File: src/rtl/dram_chk_pkg.sv
package dram_chk_pkg;

  typedef enum logic [2:0] {
    CMD_ACT = 3'd0,
    CMD_RD  = 3'd1,
    CMD_WR  = 3'd2,
    CMD_PRE = 3'd3,
    CMD_REF = 3'd4
  } dramCmd_e;

  typedef struct packed {
    logic act;
    logic rd;
    logic wr;
    logic pre;
    logic rfsh;
  } cmdFlags_t;

  function automatic cmdFlags_t decodeCmd(input logic [2:0] code);
    cmdFlags_t f;
    f = '0;
    case (code)
      CMD_ACT: f.act  = 1'b1;
      CMD_RD:  f.rd   = 1'b1;
      CMD_WR:  f.wr   = 1'b1;
      CMD_PRE: f.pre  = 1'b1;
      CMD_REF: f.rfsh = 1'b1;
      default: f = '0;
    endcase
    return f;
  endfunction

  function automatic int maxInt(input int a, input int b);
    return (a > b) ? a : b;
  endfunction

endpackage

File: src/rtl/dram_chk_faw.sv
module dram_chk_faw #(
  parameter int CW     = 6,
  parameter int DEPTH  = 4,
  parameter int WINDOW = 20
) (
  input  logic          clk,
  input  logic          rstN,
  input  logic          actHit,
  output logic [CW-1:0] oldestWait
);

  localparam int PW = (DEPTH > 1) ? $clog2(DEPTH) : 1;
  localparam logic [CW-1:0] LOADV = (WINDOW > 1) ? CW'(WINDOW - 1) : '0;
  localparam logic [PW-1:0] LASTP = PW'(DEPTH - 1);

  logic [CW-1:0] slot [DEPTH];
  logic [PW-1:0] ptr;

  always_ff @(posedge clk or negedge rstN) begin
    if (!rstN) begin
      ptr <= '0;
      for (int k = 0; k < DEPTH; k++) slot[k] <= '0;
    end else begin
      for (int k = 0; k < DEPTH; k++)
        slot[k] <= (slot[k] == '0) ? '0 : slot[k] - 1'b1;
      if (actHit) begin
        slot[ptr] <= LOADV;
        ptr       <= (ptr == LASTP) ? '0 : ptr + 1'b1;
      end
    end
  end

  assign oldestWait = slot[ptr];

  // without a new activate the window wait can only shrink
  assert_faw_nogrow_R8: assert property (@(posedge clk) disable iff (!rstN)
    !actHit |=> oldestWait <= $past(oldestWait));

endmodule

File: src/rtl/dram_chk_datapath.sv
module dram_chk_datapath
  import dram_chk_pkg::*;
#(
  parameter int NR = 2, parameter int NB = 8,
  parameter int RW = 1, parameter int BW = 3, parameter int CW = 6,
  parameter int T_RCD = 9, parameter int T_RC = 33, parameter int T_RAS = 24,
  parameter int T_RP = 9, parameter int T_CCD = 4, parameter int T_BUS = 4,
  parameter int T_WL = 7, parameter int T_RL = 9, parameter int T_WR = 10,
  parameter int T_RTP = 5, parameter int T_WTR = 5, parameter int T_RTRS = 1,
  parameter int T_FAW = 20, parameter int T_RFC = 40, parameter int FAW_ACTS = 4
) (
  input  logic          clk,
  input  logic          rstN,
  input  cmdFlags_t     issueStb,
  input  logic [RW-1:0] issueRank,
  input  logic [BW-1:0] issueBank,
  input  cmdFlags_t     candSel,
  input  logic [RW-1:0] candRank,
  input  logic [BW-1:0] candBank,
  output logic [CW-1:0] waitCycles,
  output logic          cmdLegal
);

  function automatic logic [CW-1:0] ldv(input int d);
    return (d > 1) ? CW'(d - 1) : '0;
  endfunction
  function automatic logic [CW-1:0] mx(input logic [CW-1:0] a, input logic [CW-1:0] b);
    return (a > b) ? a : b;
  endfunction
  function automatic logic [CW-1:0] dec(input logic [CW-1:0] a);
    return (a == '0) ? '0 : a - 1'b1;
  endfunction

  localparam logic [CW-1:0] L_RCD   = ldv(T_RCD);
  localparam logic [CW-1:0] L_RC    = ldv(T_RC);
  localparam logic [CW-1:0] L_RAS   = ldv(T_RAS);
  localparam logic [CW-1:0] L_RP    = ldv(T_RP);
  localparam logic [CW-1:0] L_CCD   = ldv(T_CCD);
  localparam logic [CW-1:0] L_RFC   = ldv(T_RFC);
  localparam int D_RKRK   = T_BUS + T_RTRS;
  localparam int D_RTOW   = T_RL + T_BUS + T_RTRS - T_WL;
  localparam logic [CW-1:0] L_RKRK  = ldv(D_RKRK);
  localparam logic [CW-1:0] L_RTOW  = ldv(D_RTOW);
  localparam logic [CW-1:0] L_RTOWX = ldv(maxInt(D_RTOW, D_RKRK));
  localparam logic [CW-1:0] L_WTOR  = ldv(T_WL + T_BUS + T_WTR);
  localparam logic [CW-1:0] L_WTORX = ldv(T_WL + T_BUS + T_RTRS - T_RL);
  localparam logic [CW-1:0] L_RTOP  = ldv(T_BUS + T_RTP - T_CCD);
  localparam logic [CW-1:0] L_WTOP  = ldv(T_WL + T_BUS + T_WR);

  logic [CW-1:0] actW [NR][NB];
  logic [CW-1:0] colW [NR][NB];
  logic [CW-1:0] preW [NR][NB];
  logic [CW-1:0] rdW  [NR];
  logic [CW-1:0] wrW  [NR];
  logic [CW-1:0] actN [NR][NB];
  logic [CW-1:0] colN [NR][NB];
  logic [CW-1:0] preN [NR][NB];
  logic [CW-1:0] rdN  [NR];
  logic [CW-1:0] wrN  [NR];
  logic [CW-1:0] fawWait [NR];

  genvar g;
  generate
    for (g = 0; g < NR; g++) begin : gFaw
      dram_chk_faw #(.CW(CW), .DEPTH(FAW_ACTS), .WINDOW(T_FAW)) fawU (
        .clk(clk), .rstN(rstN),
        .actHit(issueStb.act && (issueRank == RW'(g))),
        .oldestWait(fawWait[g])
      );
    end
  endgenerate

  always_comb begin
    for (int r = 0; r < NR; r++) begin
      rdN[r] = dec(rdW[r]);
      wrN[r] = dec(wrW[r]);
      if (issueStb.rd) begin
        rdN[r] = mx(rdN[r], (issueRank == RW'(r)) ? L_CCD  : L_RKRK);
        wrN[r] = mx(wrN[r], (issueRank == RW'(r)) ? L_RTOW : L_RTOWX);
      end
      if (issueStb.wr) begin
        wrN[r] = mx(wrN[r], (issueRank == RW'(r)) ? L_CCD  : L_RKRK);
        rdN[r] = mx(rdN[r], (issueRank == RW'(r)) ? L_WTOR : L_WTORX);
      end
      for (int b = 0; b < NB; b++) begin
        actN[r][b] = dec(actW[r][b]);
        colN[r][b] = dec(colW[r][b]);
        preN[r][b] = dec(preW[r][b]);
        if (issueRank == RW'(r)) begin
          if (issueStb.rfsh) actN[r][b] = mx(actN[r][b], L_RFC);
          if (issueBank == BW'(b)) begin
            if (issueStb.act) begin
              actN[r][b] = mx(actN[r][b], L_RC);
              colN[r][b] = mx(colN[r][b], L_RCD);
              preN[r][b] = mx(preN[r][b], L_RAS);
            end
            if (issueStb.pre) actN[r][b] = mx(actN[r][b], L_RP);
            if (issueStb.rd)  preN[r][b] = mx(preN[r][b], L_RTOP);
            if (issueStb.wr)  preN[r][b] = mx(preN[r][b], L_WTOP);
          end
        end
      end
    end
  end

  always_ff @(posedge clk or negedge rstN) begin
    if (!rstN) begin
      for (int r = 0; r < NR; r++) begin
        rdW[r] <= '0;
        wrW[r] <= '0;
        for (int b = 0; b < NB; b++) begin
          actW[r][b] <= '0;
          colW[r][b] <= '0;
          preW[r][b] <= '0;
        end
      end
    end else begin
      for (int r = 0; r < NR; r++) begin
        rdW[r] <= rdN[r];
        wrW[r] <= wrN[r];
        for (int b = 0; b < NB; b++) begin
          actW[r][b] <= actN[r][b];
          colW[r][b] <= colN[r][b];
          preW[r][b] <= preN[r][b];
        end
      end
    end
  end

  always_comb begin
    waitCycles = '0;
    if (candSel.act)
      waitCycles = mx(actW[candRank][candBank], fawWait[candRank]);
    else if (candSel.rd)
      waitCycles = mx(colW[candRank][candBank], rdW[candRank]);
    else if (candSel.wr)
      waitCycles = mx(colW[candRank][candBank], wrW[candRank]);
    else if (candSel.pre)
      waitCycles = preW[candRank][candBank];
    else if (candSel.rfsh)
      for (int b = 0; b < NB; b++) waitCycles = mx(waitCycles, actW[candRank][b]);
  end

  assign cmdLegal = (waitCycles == '0);

  // an activate blocks column access to its bank for the row-to-column delay
  assert_act_col_R1: assert property (@(posedge clk) disable iff (!rstN)
    issueStb.act |=> colW[$past(issueRank)][$past(issueBank)] >= L_RCD);
  // an activate blocks a second activate to its bank for the row cycle
  assert_act_act_R2: assert property (@(posedge clk) disable iff (!rstN)
    issueStb.act |=> actW[$past(issueRank)][$past(issueBank)] >= L_RC);
  // a precharge blocks the next activate to its bank
  assert_pre_act_R3: assert property (@(posedge clk) disable iff (!rstN)
    issueStb.pre |=> actW[$past(issueRank)][$past(issueBank)] >= L_RP);
  // a write blocks precharge of its bank for write recovery
  assert_wr_pre_R7: assert property (@(posedge clk) disable iff (!rstN)
    issueStb.wr |=> preW[$past(issueRank)][$past(issueBank)] >= L_WTOP);

endmodule

File: config.mk
export PLATFORM = sky130hd
export DESIGN_NAME = dram_chk_datapath
export DESIGN_NICKNAME = d
export VERILOG_FILES = /design/src/rtl/dram_chk_pkg.sv /design/src/rtl/dram_chk_faw.sv /design/src/rtl/dram_chk_datapath.sv
export SDC_FILE = /design/constraint.sdc
export NUM_CORES = 1
export LEC_CHECK = 0
export BUFFER_PORTS_ARGS = -buffer_cell sky130_fd_sc_hd__buf_4
export CORE_MARGIN = 2
export CORE_UTILIZATION = 40
export CTS_BUF_LIST = sky130_fd_sc_hd__clkbuf_2 sky130_fd_sc_hd__clkbuf_4 sky130_fd_sc_hd__clkbuf_8
export CTS_CLUSTER_DIAMETER = 40
export DETAILED_ROUTE_END_ITERATION = 16
export GPL_ROUTABILITY_DRIVEN = 1
export HOLD_SLACK_MARGIN = 0.08
export MAX_ROUTING_LAYER = met4
export SLEW_MARGIN = 5
export SYNTH_ARGS = -nofsm -noshare
export SYNTH_HDL_FRONTEND = slang
export SYNTH_HIERARCHICAL = 1
export SYNTH_SLANG_ARGS = --single-unit
File: constraint.sdc
create_clock -name clk -period 29 [get_ports clk]
set_input_delay 5.8 -clock clk [delete_from_list [all_inputs] [get_ports clk]]
set_output_delay 5.8 -clock clk [all_outputs]
set_load 0.1 [all_outputs]
# Word-level counts from Yosys, hierarchy flattened
# Cells that the tools add are included.
# totals
ff_bits,364
input_bits,20
# op_classes
n_reduce_logical,66
eq_ne,9
add_sub_neg,62
bitwise_logic,11
n_mux,569
magnitude_cmp,137
# op_table
op,n
6-bit two-way mux,545
48-bit two-way mux,9
6-bit zero test,61
"6-bit by 1-bit subtractor with 6-bit output, second input constant",60
"6-bit by 4-bit > comparator with 1-bit output, second input constant",32
"6-bit by 5-bit > comparator with 1-bit output, second input constant",32
"6-bit > comparator, second input constant",32
"6-bit by 3-bit > comparator with 1-bit output, second input constant",18
6-bit > comparator,12
6-bit binary-select mux with 3-bit select,3
24-bit two-way mux,2
12-bit AND,2
6-bit binary-select mux with 2-bit select,2
6-bit demux with 2-bit select,2
12-bit inverter,2
12-bit bitwise OR,2
"3-bit == test, second input constant",4
6-bit by 3-bit > comparator with 1-bit output,2
6-bit by 4-bit > comparator with 1-bit output,2
4-bit two-way mux,2
"3-bit by 2-bit == test with 1-bit output, second input constant",2
"3-bit greater-or-equal comparator, second input constant",2
"1-bit by 6-bit > comparator with 1-bit output, first input constant",1
"3-bit by 1-bit less-than comparator with 1-bit output, second input constant",2
other kinds (13),21

# Depth between registers and ports, before layout
# Gate-level depths: netlist of the first run.
# depth
ltp_word,26
ltp_mapped,63
mapped_depth_nobuf,54

# Hierarchy
# The synthesis of the first run kept the hierarchy.
# modules_own_cells
module,area_per_inst_um2,cells_per_inst,instances
dram_chk_datapath,25687.1,3061,1
dram_chk_faw (gFaw[1].fawU),1433.9,132,1
dram_chk_faw (gFaw[0].fawU),1423.9,128,1

# Worst setup path before layout of the first run
# Ideal clock, no wire load.
# synth_timing
kind,input -> output
from,input port candRank
to,output port cmdLegal
arrival_ps,18500
path_slack_ps,4700
n_path_buf,8
cell_stages,57
cell_sequence,buf_6 -> buf_6 -> buf_6 -> buf_6 -> mux2i_1 -> ha_1 -> and4_1 -> o21ai_1 -> and3_1 -> o21ai_0 -> and2_1 -> ha_1 -> nor2b_1 -> o21a_1 -> o31a_1 -> clkbuf_1 -> a21oi_1 -> ha_1 -> [... 21 more ...] -> nor2b_1 -> o211ai_1 -> a21boi_0 -> o31a_1 -> clkbuf_1 -> inv_1 -> nand2_1 -> and2_1 -> ha_1 -> nor2b_1 -> o21a_1 -> o21ai_0 -> a211o_1 -> nor3_1 -> a211o_1 -> o221a_1 -> or2_0 -> nor4_2
# synth_via
elab_chain_len,26
# synth_lines
item,line_no,rtl
"start, declared",dram_chk_datapath.sv:18,"input logic [RW-1:0] candRank,"
1-bit inverter with 2-bit output (implied by the code) *,--,
48-bit two-way mux (implied by the code) (3 in a row),dram_chk_datapath.sv:141,"for (int b = 0; b < NB; b++) waitCycles = mx(waitCycles, actW[candRank][b]);"
1-bit by 6-bit > comparator with 1-bit output,dram_chk_datapath.sv:28,return (a > b) ? a : b;
6-bit two-way mux,dram_chk_datapath.sv:28,
6-bit > comparator,dram_chk_datapath.sv:28,
6-bit two-way mux,dram_chk_datapath.sv:28,
6-bit > comparator,dram_chk_datapath.sv:28,
6-bit two-way mux,dram_chk_datapath.sv:28,
[... 9 more ...],--,
6-bit two-way mux,dram_chk_datapath.sv:28,
6-bit two-way mux,dram_chk_datapath.sv:140,else if (candSel.rfsh)
6-bit two-way mux,dram_chk_datapath.sv:138,else if (candSel.pre)
6-bit two-way mux,dram_chk_datapath.sv:136,else if (candSel.wr)
6-bit two-way mux,dram_chk_datapath.sv:134,else if (candSel.rd)
6-bit two-way mux *,dram_chk_datapath.sv:132,if (candSel.act)
net waitCycles[3],dram_chk_datapath.sv:20,"output logic [CW-1:0] waitCycles,"
6-bit zero test *,dram_chk_datapath.sv:144,assign cmdLegal = (waitCycles == '0);
"end, declared",dram_chk_datapath.sv:21,output logic cmdLegal
# Mark *: on every way through the listed nets, which the timed path passes. The rest lies on a longest branch. The select of a mux whose other input is x is not followed.

# Worst setup path after layout of the first run
# layout_timing
from,input port candRank
to,output port cmdLegal
# layout_via
elab_chain_len,26
# layout_lines
item,line_no
1-bit inverter with 2-bit output (implied by the code) *,--
48-bit two-way mux (implied by the code) (3 in a row),dram_chk_datapath.sv:141
1-bit by 6-bit > comparator with 1-bit output,dram_chk_datapath.sv:28
6-bit two-way mux,dram_chk_datapath.sv:28
6-bit > comparator,dram_chk_datapath.sv:28
6-bit two-way mux,dram_chk_datapath.sv:28
6-bit > comparator,dram_chk_datapath.sv:28
6-bit two-way mux,dram_chk_datapath.sv:28
[... 8 more ...],--
6-bit > comparator,dram_chk_datapath.sv:28
6-bit two-way mux,dram_chk_datapath.sv:28
6-bit two-way mux,dram_chk_datapath.sv:140
6-bit two-way mux,dram_chk_datapath.sv:138
6-bit two-way mux,dram_chk_datapath.sv:136
6-bit two-way mux,dram_chk_datapath.sv:134
6-bit two-way mux *,dram_chk_datapath.sv:132
6-bit zero test *,dram_chk_datapath.sv:144
# Mark *: on every way between the ends. The rest lies on a longest branch, timed or not. The select of a mux whose other input is x is not followed.

==> run summary, run 1 <==
status = finished, final reports clean
DRT Pass-1 Iters = 5
cts bufs inserted = 88
CORE AREA = 0.0704 mm2
Peak Freq = 38.3 MHz
area growth from synthesis to layout = 11.0%
vias per cell = 5.69
top post-synthesis cells by area = dfrtp_1 (32%), ha_1 (8.8%), mux4_2 (5.7%)
measured slew at the worst slew-check pin = 1.21 ns
die width = 271 um
Die ar. = 0.0735 mm2
Post-synth EDFFs = 0
setup TNS = 0 ns
hold depth = 1
Worst EP required = 23.20 ns
Mapped Cells = 3321
largest net degree at the start of global routing = 109
Max Cap Violations = 0
Worst Path Max Fanout = 64
Yosys warnings = 6
hold buffers post-CTS = 0
RSZ-0062 raised after global routing = false
GRT Util Overall = 22.8%
hold crit path type = flip-flop to flip-flop
clock-pin slew on the worst setup and hold paths = 0.05 ns
clock latency on the worst-skew pair = 0.70 ns
PortBufs = 26
crit-path max cell delay = 0.88 ns
Num Clock Sinks = 364
routed length per instance = 18.8 um
FFs w/ async S/R, synth = 100%
final net count = 3563
flop-to-flop setup slack = 25.06 ns
GPL Wtd Cong = 0.973
crit path DAT = 20.29 ns
Detailed Route Iter0 Violations = 1964
Final ANT Viol Nets = 0
Synth area leader = dfrtp_1
Final Setup Violations = 0
Clk Tree Root Cell = clkbuf_8
Avg Inst Size Synth = 8.60 um2
number of fill cells = 6888
count of different cell masters after synthesis = 87
Critical Path Source Type = input port
Post-synth top cells = nor2_1 (373), dfrtp_1 (364), nand2_1 (334)
GRT overflow = 0
Tcrit/Tclk final = 90.0%
CTS tree = built
Post-CTS Setup Inserts = 0
post-synthesis register bit count = 364
Vias = 24800
slowest CP cell = buf_4
num rows = 97
critical path type = input port to output pin
Post-Route Skew = 0.0392 ns
syn nets = 3541
clk buf depth = 3
antenna violations before repair = 1
first-pass GRT wire length = 130 mm
r2r worst-path depth = 15
post-layout min period = 26.09 ns
most frequent CP cell = ha_1
hold_sp = colW[84]
most numerous cell in the Yosys netlist = nor2_1
sequential area share after synthesis = 31.9%
Synth Flop Type = dfrtp_1
Worst Hold End = colW[84]
R2R Path End = rdW[2]
Final Hold Fails = 0
R2R Path Start = rdW[0]
HPWL after detailed placement = 59.9 mm
IO Pins = 27
Max Slew Vio Count = 0
Initial Utilization = 40.6%
Rel. slew slack = 19.3%
die height = 271 um
post-synthesis cell area = 0.0285 mm2
Residual DRC = 0
number of global-route vias before repair = 23500
Routed WL = 81.8 mm
Synth top area share = 31.9%
Resize count post-CTS = 0
Max H-tree Level = 3
layout cell share with drive strength beyond 1 = 10.6%
nature of the critical path endpoint = output pin
-- state kept, by name, summed over array words and instances (netlist names) --
signal,count
wrW,12
actW,96
gFaw.fawU/ptr,4
gFaw.fawU/slot,48
rdW,12
colW,96
preW,96
-- layout make-up --
| type | count | area [um2] | area share [%] |
|---|---|---|---|
| antenna | 1 | 2.50 | 0.00790 |
| timing repair buffer | 42 | 327 | 1.03 |
| inverter | 227 | 852 | 2.69 |
| tap | 940 | 1180 | 3.71 |
| clock inverter | 36 | 556 | 1.75 |
| sequential | 364 | 9110 | 28.8 |
| multi-input combinational | 2620 | 18100 | 57.0 |
| clock buffer | 123 | 1590 | 5.03 |
-- worst max-delay path, delay by kind of cell --
kind                       cells  cell delay (ns)
muxes                          2             0.54
buffers and inverters          7             2.22
and+or+nand+nor               13             2.61
adders and majority gates      7             2.21
AOI/OAI and AO/OA             23             6.87
-- cell families (layout without fill, tap and decap cells) --
logic type,count (synthesis),after routing,synth area share [%]
simple gates,1318,1318,22.1
mux,221,221,11.3
fa+ha+maj,200,200,8.77
buf+inv,337,428,4.84
flops,364,364,31.9
other cells,0,1,0
xor+xnor,130,130,3.99
compound gates,751,751,17.2
-- layer usage --
metal	GRT usage [%]	vias to the layer above	part of all wire, %
met3	3.16	169	5.0
met4	8.76	0	3.9
met1	30.6	12000	46
met2	34.7	667	45
li1	-	12000	-
met5	-	-	0
-- cell usage in the layout, fill, tap and decap left out, drive strengths merged, types with 102 or more instances in the layout --
cell,count
dfrtp,364
nor3,180
clkbuf,123
nor2,373
a21oi,181
mux2i,102
nand2,334
o21ai,157
inv,230
ha,200
-- through the flow --
step / util, % / setup slack [ns] / instances / area, um2 / hold WS [ns]
after floorplan: - / 4.70 / 3321 / 28500 / 0.462
after global placement: 41.9 / 3.52 / 4193 / 29500 / 0.516
after detailed placement: 41.9 / 3.27 / 4193 / 29500 / 0.515
after CTS: 45.0 / 3.21 / 4352 / 31700 / 0.532
after global routing: 45.0 / 1.90 / 4353 / 31700 / 0.557
final: 45.0 / 2.91 / 4353 / 31700 / 0.521
-- worst max path at each step --
stage | slack (ns) | endpoint | start | depth (start not counted)
2_1_floorplan | 4.70 | cmdLegal | candRank | 57
3_3_place_gp | 3.52 | cmdLegal | candRank | 52
4_1_cts | 3.21 | cmdLegal | candRank | 52
5_1_grt | 1.90 | cmdLegal | candRank | 52
6_report | 2.91 | cmdLegal | candRank | 52
3_5_place_dp | 3.27 | cmdLegal | candRank | 52
Power of run 1 is not shown: default switching activity piles up to over one toggle a cycle in this logic, so the estimate is an artifact.
==> inputs of run 2 (changes only) <==
Settings changed: PLACE_DENSITY set to 0.61.
==> run 2 against run 1 <==
Effect of this change:
- sequential cell count unchanged
- critical path depth decreased by 1
- largest cell class unchanged
- critical endpoint unchanged
- cell area shrank 0.28%
- die area unchanged
- critical path type unchanged
==> run summary, run 2 (synthesis results as in run 1) <==
status = finished, final reports clean
RSZ-0062 raised after global routing = false
Rel. slew slack = 22.1%
Max Cap Violations = 0
crit-path max cell delay = 0.76 ns
DP Area = 0.0295 mm2
hold buffers post-CTS = 0
GRT overflow = 0
Residual DRC = 0
Critical Path Source Type = input port
post-layout min period = 25.52 ns
Routed WL = 81.5 mm
Worst EP required = 23.20 ns
clock-pin slew on the worst setup and hold paths = 0.05 ns
Num Clock Sinks = 364
CORE AREA = 0.0704 mm2
final net count = 3565
measured slew at the worst slew-check pin = 1.16 ns
Vias = 24800
layout cell share with drive strength beyond 1 = 10.6%
R2R Path Start = rdW[0]
cts bufs inserted = 89
die height = 271 um
GRT Util Overall = 22.8%
CTS tree = built
Fin Hold WS = 0.518 ns
clock latency on the worst-skew pair = 0.69 ns
HPWL after detailed placement = 60.4 mm
routed length per instance = 18.7 um
most frequent CP cell = ha_1
slowest CP cell = o32ai_1
most frequent cells in the layout = nor2_1 (372), dfrtp_1 (364), nand2_1 (334)
nature of the critical path endpoint = output pin
Die ar. = 0.0735 mm2
area growth from synthesis to layout = 10.7%
number of global-route vias before repair = 23600
Peak Freq = 39.2 MHz
hold crit path type = flip-flop to flip-flop
Final Setup Violations = 0
Worst Path Max Fanout = 76
clk buf depth = 3
Post-CTS Setup Inserts = 0
setup TNS = 0 ns
Final ANT Viol Nets = 0
largest net degree at the start of global routing = 157
Initial Utilization = 40.6%
IO Pins = 27
Clk Tree Root Cell = clkbuf_8
critical path type = input port to output pin
GPL Wtd Cong = 0.946
die width = 271 um
DRT Pass-1 Iters = 6
commonest non-fill, non-tap cell in the layout = nor2_1
fin area = 0.0316 mm2
vias per cell = 5.68
crit path DAT = 19.72 ns
PortBufs = 26
Resize count post-CTS = 0
Final Hold Fails = 0
hold_sp = colW[84]
top flop regs = actW x96, colW x96, preW x96
Tcrit/Tclk final = 88.0%
first-pass GRT wire length = 130 mm
num rows = 97
Detailed Route Iter0 Violations = 1762
Max Slew Vio Count = 0
crit path from = candRank
Post-Route Skew = 0.0222 ns
antenna violations before repair = 3
Max H-tree Level = 3
==> run 2: critical path, delay by kind of cell <==
kind | cells | cell delay [ns]
mux | 2 | 0.60
simple gates | 15 | 2.89
fa+ha+maj | 7 | 2.19
compound gates | 21 | 6.65
buf+inv | 6 | 1.43
==> run 2: final cells by class <==
class / count / area, um2
diodes: 2 / 5.00
clock buffers: 121 / 1570
clock inverters: 41 / 474
fillers: 6943 / 38800
inverters: 227 / 852
multi-input cells: 2620 / 18100
flip-flops and latches: 364 / 9110
well taps: 940 / 1180
repair buffers: 43 / 347
==> run 2: metal layers <==
metal | GRT usage [%] | routed length (um) | vias to the layer above | part of all wire, %
met1 | 31.0 | 38200 | 12000 | 47
met4 | 7.87 | 2420 | 0 | 3.0
met2 | 34.8 | 36500 | 675 | 45
met5 | - | 0 | - | 0
met3 | 3.10 | 4340 | 114 | 5.3
li1 | - | - | 12000 | -
==> run 2: stage by stage <==
stage	setup slack [ns]	std cells	utilization [%]
floorplan	4.70	3321	-
global placement	3.96	4194	42.0
detailed placement	3.84	4194	42.0
CTS	3.79	4356	44.9
global route	2.54	4358	44.9
finish	3.48	4358	44.9
==> run 2: path summary, 6_finish.rpt <==
path | to | slack [ns] | depth (start not counted)
worst max-delay path | cmdLegal | 3.48 | 51
worst min-delay path | colW[84] | 0.52 | 1
worst max register to register | rdW[2] | 25.06 | 15
worst min register to register | colW[84] | 0.52 | 1
max in group asynchronous | gFaw[0].fawU/slot[3] | 21.74 | 3
min in group asynchronous | preW[60] | 5.13 | 1
Power of run 2 is left out for the same reason.
